## src/rtl/codec_dma_pkg.sv

```systemverilog
package codec_dma_pkg;
  localparam int unsigned MAX_BYTES = 4;
  localparam int unsigned LANE_W    = $clog2(MAX_BYTES);
  localparam int unsigned NB_W      = LANE_W + 1;
  localparam int unsigned N_DIR     = 2;
  localparam int unsigned DIR_PLAY  = 0;
  localparam int unsigned DIR_CAP   = 1;

  typedef enum logic [1:0] {
    FMT_8M  = 2'd0,
    FMT_8S  = 2'd1,
    FMT_16M = 2'd2,
    FMT_16S = 2'd3
  } fmt_e;

  function automatic logic [NB_W-1:0] bytes_per_sample(input fmt_e f);
    case (f)
      FMT_8M:  return NB_W'(1);
      FMT_8S:  return NB_W'(2);
      FMT_16M: return NB_W'(2);
      default: return NB_W'(4);
    endcase
  endfunction
endpackage

```

## src/rtl/codec_dma_sync.sv

```systemverilog
module codec_dma_sync #(
  parameter int unsigned W      = 4,
  parameter int unsigned STAGES = 2
) (
  input  logic         clk_i,
  input  logic         rst_ni,
  input  logic [W-1:0] d_i,
  output logic [W-1:0] q_o
);
  logic [W-1:0] st_q [STAGES];

  // inputs are active low: idle level 1
  always_ff @(posedge clk_i or negedge rst_ni) begin
    if (!rst_ni) st_q[0] <= '1;
    else         st_q[0] <= d_i;
  end

  for (genvar s = 1; s < STAGES; s++) begin : g_stage
    always_ff @(posedge clk_i or negedge rst_ni) begin
      if (!rst_ni) st_q[s] <= '1;
      else         st_q[s] <= st_q[s-1];
    end
  end

  assign q_o = st_q[STAGES-1];
endmodule

```

## src/rtl/codec_dma_dir.sv

```systemverilog
module codec_dma_dir
  import codec_dma_pkg::*;
(
  input  logic              clk_i,
  input  logic              rst_ni,
  input  logic              elig_i,
  input  logic              slot_i,
  input  logic [NB_W-1:0]   nbytes_i,
  input  logic              fall_i,
  input  logic              ack_lo_i,
  output logic              req_o,
  output logic              xfer_o,
  output logic [LANE_W-1:0] lane_o,
  output logic              done_o
);
  logic              req_q, xfer_q;
  logic [LANE_W-1:0] idx_q, lane_q;
  logic              byte_ev, last;

  assign byte_ev = req_q & ack_lo_i & fall_i;
  assign last    = ({1'b0, idx_q} + NB_W'(1)) >= nbytes_i;
  assign done_o  = byte_ev & last;

  always_ff @(posedge clk_i or negedge rst_ni) begin
    if (!rst_ni) begin
      req_q  <= 1'b0;
      idx_q  <= '0;
      xfer_q <= 1'b0;
      lane_q <= '0;
    end else begin
      xfer_q <= byte_ev;
      if (done_o)                        req_q <= 1'b0;
      else if (!req_q && elig_i && slot_i) req_q <= 1'b1;
      if (byte_ev) begin
        lane_q <= idx_q;
        idx_q  <= last ? '0 : idx_q + 1'b1;
      end
    end
  end

  assign req_o  = req_q;
  assign xfer_o = xfer_q;
  assign lane_o = lane_q;

  // request holds until the final byte of the sample
  a_r3_req_hold: assert property (@(posedge clk_i) disable iff (!rst_ni)
    (req_q && !done_o) |=> req_q);
  // a request rises only from an eligible, ready direction
  a_r1_req_needs_elig: assert property (@(posedge clk_i) disable iff (!rst_ni)
    $rose(req_q) |-> $past(elig_i && slot_i));
  // byte index rests at zero between samples
  a_r4_lane_idle_zero: assert property (@(posedge clk_i) disable iff (!rst_ni)
    !req_q |-> (idx_q == '0));
endmodule

```

## src/rtl/codec_dma_irq.sv

```systemverilog
module codec_dma_irq #(
  parameter int unsigned CNT_W = 16
) (
  input  logic             clk_i,
  input  logic             rst_ni,
  input  logic [1:0]       done_i,
  input  logic [CNT_W-1:0] base_i,
  input  logic             clr_i,
  output logic             irq_o
);
  logic [CNT_W-1:0] cnt_q;
  logic [1:0]       dec;
  logic [CNT_W:0]   diff;
  logic             under;

  assign dec   = {1'b0, done_i[0]} + {1'b0, done_i[1]};
  assign diff  = {1'b0, cnt_q} - (CNT_W+1)'(dec);
  assign under = diff[CNT_W];

  always_ff @(posedge clk_i or negedge rst_ni) begin
    if (!rst_ni) begin
      cnt_q <= '0;
      irq_o <= 1'b0;
    end else begin
      if (dec != 2'd0) begin
        if (under) cnt_q <= base_i + diff[CNT_W-1:0] + CNT_W'(1);
        else       cnt_q <= diff[CNT_W-1:0];
      end
      if (dec != 2'd0 && under) irq_o <= 1'b1;
      else if (clr_i)           irq_o <= 1'b0;
    end
  end

  // underflow raises the interrupt
  a_r8_underflow_irq: assert property (@(posedge clk_i) disable iff (!rst_ni)
    (done_i != 2'b00 && cnt_q == '0) |=> irq_o);
  // interrupt holds until cleared
  a_r9_irq_sticky: assert property (@(posedge clk_i) disable iff (!rst_ni)
    (irq_o && !clr_i) |=> irq_o);
endmodule

```

## src/rtl/codec_dma_ctrl.sv

```systemverilog
module codec_dma_ctrl
  import codec_dma_pkg::*;
#(
  parameter int unsigned CNT_W       = 16,
  parameter int unsigned SYNC_STAGES = 2
) (
  input  logic              clk_i,
  input  logic              rst_ni,
  input  logic              play_en_i,
  input  logic              play_pio_i,
  input  logic              cap_en_i,
  input  logic              cap_pio_i,
  input  logic              single_ch_i,
  input  logic [1:0]        fmt_i,
  input  logic              play_slot_i,
  input  logic              cap_slot_i,
  input  logic              rd_ni,
  input  logic              wr_ni,
  input  logic              play_ack_ni,
  input  logic              cap_ack_ni,
  input  logic [CNT_W-1:0]  base_count_i,
  input  logic              irq_clr_i,
  output logic              play_req_o,
  output logic              cap_req_o,
  output logic [LANE_W-1:0] lane_o,
  output logic              play_xfer_o,
  output logic              cap_xfer_o,
  output logic              irq_o
);
  logic [3:0]        sync_q;
  logic              rd_s, wr_s, pack_s, cack_s;
  logic              rd_prev_q, wr_prev_q;
  logic              rd_fall, wr_fall;
  logic [NB_W-1:0]   nbytes;

  logic              elig   [N_DIR];
  logic              slot   [N_DIR];
  logic              fall   [N_DIR];
  logic              ack_lo [N_DIR];
  logic              req    [N_DIR];
  logic              xfer   [N_DIR];
  logic [LANE_W-1:0] lane   [N_DIR];
  logic [1:0]        done;

  codec_dma_sync #(.W(4), .STAGES(SYNC_STAGES)) u_sync (
    .clk_i  (clk_i),
    .rst_ni (rst_ni),
    .d_i    ({cap_ack_ni, play_ack_ni, wr_ni, rd_ni}),
    .q_o    (sync_q)
  );
  assign {cack_s, pack_s, wr_s, rd_s} = sync_q;

  always_ff @(posedge clk_i or negedge rst_ni) begin
    if (!rst_ni) begin
      rd_prev_q <= 1'b1;
      wr_prev_q <= 1'b1;
    end else begin
      rd_prev_q <= rd_s;
      wr_prev_q <= wr_s;
    end
  end
  assign rd_fall = rd_prev_q & ~rd_s;
  assign wr_fall = wr_prev_q & ~wr_s;

  assign nbytes = bytes_per_sample(fmt_e'(fmt_i));

  // shared channel presumes playback when both directions are enabled
  assign elig[DIR_PLAY]   = play_en_i & ~play_pio_i;
  assign elig[DIR_CAP]    = cap_en_i & ~cap_pio_i & ~(single_ch_i & play_en_i);
  assign slot[DIR_PLAY]   = play_slot_i;
  assign slot[DIR_CAP]    = cap_slot_i;
  assign fall[DIR_PLAY]   = wr_fall;
  assign fall[DIR_CAP]    = rd_fall;
  assign ack_lo[DIR_PLAY] = ~pack_s;
  assign ack_lo[DIR_CAP]  = single_ch_i ? ~pack_s : ~cack_s;

  for (genvar d = 0; d < N_DIR; d++) begin : g_dir
    codec_dma_dir u_dir (
      .clk_i    (clk_i),
      .rst_ni   (rst_ni),
      .elig_i   (elig[d]),
      .slot_i   (slot[d]),
      .nbytes_i (nbytes),
      .fall_i   (fall[d]),
      .ack_lo_i (ack_lo[d]),
      .req_o    (req[d]),
      .xfer_o   (xfer[d]),
      .lane_o   (lane[d]),
      .done_o   (done[d])
    );
  end

  codec_dma_irq #(.CNT_W(CNT_W)) u_irq (
    .clk_i  (clk_i),
    .rst_ni (rst_ni),
    .done_i (done),
    .base_i (base_count_i),
    .clr_i  (irq_clr_i),
    .irq_o  (irq_o)
  );

  assign play_req_o  = req[DIR_PLAY] | (single_ch_i & req[DIR_CAP]);
  assign cap_req_o   = req[DIR_CAP] & ~single_ch_i;
  assign play_xfer_o = xfer[DIR_PLAY];
  assign cap_xfer_o  = xfer[DIR_CAP];
  assign lane_o      = xfer[DIR_CAP] ? lane[DIR_CAP] : lane[DIR_PLAY];

  // capture acknowledge cannot move a byte in single-channel mode
  a_r5_single_cap_ack: assert property (@(posedge clk_i) disable iff (!rst_ni)
    (single_ch_i && $past(single_ch_i) && pack_s && $past(pack_s)) |=> !cap_xfer_o);
endmodule

```

## config.mk

```make
export PLATFORM = sky130hd
export DESIGN_NAME = codec_dma_ctrl
export DESIGN_NICKNAME = d
export VERILOG_FILES = /design/src/rtl/codec_dma_pkg.sv /design/src/rtl/codec_dma_sync.sv /design/src/rtl/codec_dma_dir.sv /design/src/rtl/codec_dma_irq.sv /design/src/rtl/codec_dma_ctrl.sv
export SDC_FILE = /design/constraint.sdc
export NUM_CORES = 1
export LEC_CHECK = 0
export BUFFER_PORTS_ARGS = -buffer_cell sky130_fd_sc_hd__buf_2
export CORE_MARGIN = 2
export CORE_UTILIZATION = 25
export DETAILED_ROUTE_END_ITERATION = 8
export PLACE_DENSITY = 0.39
export SETUP_SLACK_MARGIN = 0.15
export SKIP_CTS_REPAIR_TIMING = 1
export SYNTH_ARGS = -nofsm -noshare
export SYNTH_HDL_FRONTEND = slang
export SYNTH_HIERARCHICAL = 1
export SYNTH_SLANG_ARGS = --single-unit
```

## constraint.sdc

```tcl
create_clock -name clk_i -period 12 [get_ports clk_i]
set_clock_uncertainty 0.1 [all_clocks]
set_input_delay 2.4 -clock clk_i [delete_from_list [all_inputs] [get_ports clk_i]]
set_output_delay 2.4 -clock clk_i [all_outputs]
set_load 0.01 [all_outputs]
```

==> results.cfg, run 1 <==
[flow_run]
drv_cap = 0

[setup_path]
critPathLaunch = fmt_i[0]
slowest_delay_ns = 0.75
r2r_cells = 21
cp_num_cells = 24
setup.worst_path.end_class = flip-flop
worstReg2RegStart = g_dir[1].u_dir/idx_q[0]
crit_slowest_cell = o41ai_1
required_ns = 12.04
worst_path_dominant_cell_family = compound AO/OA/AOI/OAI gates
crit_top_cell = ha_1
worst_ep_arrival_time_ns = 7.66
cp_cell_sequence = buf_2, inv_1, ha_1, inv_1, ha_1, nand2_1, o21ai_2, and2_1, inv_1, ha_1, ha_1, inv_1, fa_1, nand2b_1, or4_1, xnor2_1, ha_1, a21oi_1, o21ai_0, o41ai_1, o21ai_0, xor2_1, a211oi_1, a21oi_1
path_buf_inv = 5
critPathKind = input pin to flip-flop
cp-start-kind = input pin
crit_fanout = 8

[global_routing]
grt_pass1_vias = 2228
track_usage = 0.107
grt_pass1_wl_um = 10800
grt_max_degree = 40
antenna_found_initial = 0
grt-ovfl-total = 0

[die]
die_h_um = 111
initial_core_util = 0.254
dieWidth_um = 111
row_count = 39
dieArea_sq_mm = 0.0123
ios = 39
core-area_sq_mm = 0.0113

[finish]
area_growth_pct = 16.8
finalNonFillerCells = 486
final_layout_size_suffix_gt1_frac = 0.236
diodes = 0
nets = 406

[route]
viasPerCell = 4.49
num_vias = 2180
first_pass_iters = 6
wl_per_cell_um = 12.5
postRouteWirelength_um = 6070
ant_nets = 0
drtIter0Drc = 108
drc_errors = 0

[clock_tree]
clockBufferDepth = 2
clock-root-buffer = clkbuf_16
clk_latency_ns = 0.28
clkTransAtPathRegs_ns = 0.05
h-tree-depth = 2
cts_buffers = 5
clock-sinks = 39
cts_tree = yes

[sta]
fin_setup_tns_ns = 0
max_slew_margin = 0.409
tightest_slew_ns = 0.887
setup_violations = 0
rsz0062_at_grt = no
slew_violations = 0
period_share = 0.635
final-hold-violation-count = 0
period_needed_ns = 7.62
timing.fmax_ghz = 0.131

[yosys]
syn_area_sq_mm = 0.00286
synth_edf_count = 0
synthArstFlopShare = 1.00
synth-seq-cells = 39
syn_avg_cell_area_sq_um = 9.34
ys_seq_area_frac = 0.346
synth_cells = 306
synth_area_leaders = dfrtp_1 25%, ha_1 13%, dfstp_2 9.2%
synth_top_flop_cell = dfrtp_1
synth.most_common_cell = ha_1
yosysUniqueCellTypes = 53
synth_warnings = 6
synth_top_cell_area_share = 0.254
synth_common_cells = 30 x ha_1, 29 x dfrtp_1, 27 x nand2_1
synthesis.nets = 370
yosys.area.top_type = dfrtp_1

[hold_path]
hold_path_class = flip-flop to flip-flop
hold_path_depth = 0
hp-start = u_sync/st_q[7]

[placed_design]
dp.cells = 478
dp_hpwl_um = 4630
place_congestion = 0.771
port-buffer-count = 38

[power_and_ir_drop]
leakage_nw = 1.58
powerDensity_mw_per_mm2 = 205
ir_drop_uv = 75.0

[status]
outcome = complete, no violations
==> cell usage in the layout (no fill, tap or decap), types with 3 or more instances in the layout <==
master	n
dfstp_2	10
ha_1	30
nor3_1	10
a21o_1	5
buf_2	38
o22a_1	4
nor2_1	15
inv_1	20
nor2b_1	8
a21oi_1	24
clkbuf_16	5
xor2_1	12
nand2_1	27
o21ai_2	4
or4_1	6
and2_1	3
xnor2_1	13
dfrtp_1	29
nand2b_1	5
o21ai_0	21
==> metal layers <==
layer | track usage | up-vias | part of all wire
met3 | 0.0202 | 6 | 0.039
met2 | 0.171 | 46 | 0.45
met4 | 0.0275 | 0 | 0.010
met1 | 0.148 | 988 | 0.50
li1 | - | 1140 | -
met5 | 0 | - | 0
==> kinds of logic (layout without fill, tap and decap cells) <==
kind of cell	after synthesis	in the layout	share of synthesized area
flops	39	39	0.346
mux	3	3	0.0140
simple gates	94	94	0.189
buf+inv	33	70	0.0525
fa+ha+maj	32	32	0.145
compound gates	80	80	0.177
xor+xnor	25	25	0.0766
==> report_power, final <==
group          internal, mW  leakage [nW]  total [mW]  switching [mW]
sequential            0.168         0.488       0.208          0.0397
clock                0.0823        0.0739       0.132          0.0492
combinational         0.158          1.01       0.346           0.187
==> area by class of cell <==
cell class,instances,area [sq um]
inverters,22,92.6
clock inverters,1,5.00
flip-flops and latches,39,988
multi-input cells,234,1730
repair buffers,40,205
fillers,1180,7930
clock buffers,7,143
well taps,143,179
==> per-stage QoR <==
step                      cell area [sq um]  hold slack, ns  setup WS, ns  power (mW)   util
final                                  3340           0.254          4.38       0.685  0.296
after global routing                   3340           0.259          3.75       0.755  0.296
after CTS                              3340           0.256          4.35       0.699  0.296
after detailed placement               3190           0.248          4.04       0.559  0.283
after global placement                 3190           0.246          4.19       0.564  0.283
after floorplan                        2860           0.245          4.82       0.475      -
==> final timing paths <==
check | slack (ns) | end
max | 4.38 | u_irq/cnt_q[15]
min | 0.25 | u_sync/q_o[3]
max reg2reg | 6.17 | u_irq/cnt_q[15]
min reg2reg | 0.25 | u_sync/q_o[3]
max in group asynchronous | 9.09 | u_irq/irq_o
min in group asynchronous | 2.15 | g_dir[1].u_dir/lane_o[1]
==> registers in the layout, indices dropped and copies added, names as in the netlist <==
signal	count
u_sync/q_o	4
u_irq/cnt_q	16
g_dir.u_dir/idx_q	4
g_dir.u_dir/req_o	2
g_dir.u_dir/xfer_o	2
u_sync/st_q	4
u_irq/irq_o	1
g_dir.u_dir/lane_o	4
rd_prev_q	1
wr_prev_q	1
No activity file was read; power rests on OpenSTA's default activity.
==> inputs of run 2 (changes only) <==
==> constraint.sdc (replaced) <==
create_clock -name clk_i -period 7.25 [get_ports clk_i]
set_clock_uncertainty 0.1 [all_clocks]
set_input_delay 1.45 -clock clk_i [delete_from_list [all_inputs] [get_ports clk_i]]
set_output_delay 1.45 -clock clk_i [all_outputs]
set_load 0.01 [all_outputs]
==> results.cfg, run 2 (synthesis results as in run 1) <==
[status]
outcome = complete, no violations

[sta]
layout_setup_ws_ns = 0.774
final-hold-violation-count = 0
fin_setup_tns_ns = 0
period_needed_ns = 6.48
max_slew_margin = 0.411
slew_violations = 0
tightest_slew_ns = 0.883
rsz0062_at_grt = no
holdWs_ns = 0.254
timing.fmax_ghz = 0.154
setup_violations = 0
period_share = 0.893

[global_routing]
use_met2 = 0.178
met1_usage = 0.145
grt-ovfl-total = 0
grt_pass1_wl_um = 10800
grt_pass1_vias = 2258
grt_max_degree = 40
antenna_found_initial = 0
top_usage_layer = met2
track_usage = 0.106
met3_usage = 0.0191

[placed_design]
dp.cells = 479
place_congestion = 0.730
port-buffer-count = 38
post-place-ws_ns = 0.460
dp_hpwl_um = 4680

[clock_tree]
clkTransAtPathRegs_ns = 0.06
h-tree-depth = 2
clock-root-buffer = clkbuf_16
clockBufferDepth = 2
clk_latency_ns = 0.27
cts_tree = yes
clock-sinks = 39
cts_buffers = 5

[power_and_ir_drop]
powerDensity_mw_per_mm2 = 337
pwr-share-clk = 0.185
p_switching_uw = 456
ir_drop_uv = 117
leakage_nw = 1.57
seq_power_share = 0.306
p_total_mw = 1.13
p_int_uw = 670
sw_frac_of_total = 0.405
p_comb_frac = 0.509

[die]
row_count = 39
die_h_um = 111
dieWidth_um = 111
dieArea_sq_mm = 0.0123
ios = 39
core-area_sq_mm = 0.0113
initial_core_util = 0.254

[finish]
diodes = 0
nFillCells = 1186
largest_register_ffs = 16
finalNonFillerCells = 487
multi_input_comb_area_sq_mm = 0.00173
regArea_sq_um = 988
area_growth_pct = 16.8
top_register = u_irq/cnt_q
final_layout_size_suffix_gt1_frac = 0.238
mostFrequentLayoutCells = 38 x buf_2, 30 x ha_1, 29 x dfrtp_1
nets = 407
final_common_cell = buf_2

[flow_run]
drv_cap = 0

[setup_path]
crit_top_cell = ha_1
setup.worst_path.end_class = flip-flop
worst_path_dominant_cell_family = adder cells
cp-start-kind = input pin
path_buf_inv = 6
required_ns = 7.30
worst_ep_arrival_time_ns = 6.52
crit_fanout = 8
critPathKind = input pin to flip-flop
crit_slowest_cell = or4_1
slowest_delay_ns = 0.57

[route]
num_vias = 2167
drtIter0Drc = 78
drc_errors = 0
ant_nets = 0
postRouteWirelength_um = 6070
viasPerCell = 4.45
wl_per_cell_um = 12.5
first_pass_iters = 4

[hold_path]
hold_path_class = flip-flop to flip-flop
-- run 2: changes by cell type in the layout (fill, tap and decap cells not counted) --
cell and change:
buf_4 +1, clkinvlp_4 +1, clkbuf_8 -1
-- run 2: final timing paths --
check                                             start                  endpoint  slack (ns)  depth (start not counted)
worst max-delay path                           fmt_i[0]           u_irq/cnt_q[15]        0.77                         26
worst min-delay path                     u_sync/st_q[5]             u_sync/q_o[1]        0.25                          0
worst max register to register  g_dir[1].u_dir/idx_q[0]           u_irq/cnt_q[15]        1.61                         23
worst min register to register           u_sync/st_q[5]             u_sync/q_o[1]        0.25                          0
max in group asynchronous                        rst_ni            u_irq/cnt_q[5]        5.30                          1
min in group asynchronous                        rst_ni  g_dir[1].u_dir/lane_o[1]        1.20                          1
-- run 2: area by class of cell --
cell class | count | share of cell area
clock buffers | 6 | 0.0386
well taps | 143 | 0.0536
multi-input cells | 234 | 0.517
clock inverters | 2 | 0.00375
flip-flops and latches | 39 | 0.296
repair buffers | 41 | 0.0637
inverters | 22 | 0.0277
-- run 2: metrics by stage --
step / utilization / area (sq um)
global placement: 0.284 / 3200
detailed placement: 0.284 / 3200
global route: 0.296 / 3340
finish: 0.296 / 3340
CTS: 0.296 / 3340
floorplan: - / 2860
-- run 2: routing by layer --
layer | vias to the layer above | routed length (um)
li1 | 1139 | -
met1 | 991 | 3080
met2 | 35 | 2760
met3 | 2 | 200
met4 | 0 | 29
met5 | - | 0
-- run 2: power by group through the flow --
stage               sequential (mW)  clock, mW  combinational (mW)
floorplan                     0.330          0               0.456
global placement              0.349          0               0.587
detailed placement            0.350          0               0.579
CTS                           0.346      0.218               0.583
global route                  0.356      0.228               0.661
finish                        0.345      0.208               0.573
-- run 2: worst register-to-register path: stages (launching register included) --
cell	delay (ns)
dfrtp_1	0.43
ha_1	0.35
ha_1	0.28
nand2_1	0.05
o21ai_2	0.20
and2_1	0.20
inv_1	0.05
ha_1	0.27
ha_1	0.17
inv_1	0.06
fa_1	0.44
nand2b_1	0.22
or4_1	0.57
xnor2_1	0.19
ha_1	0.33
and4_1	0.22
o21ai_0	0.07
a21oi_1	0.09
o41ai_1	0.44
buf_4	0.21
o21ai_0	0.11
xor2_1	0.18
a211oi_1	0.24
a21oi_1	0.06
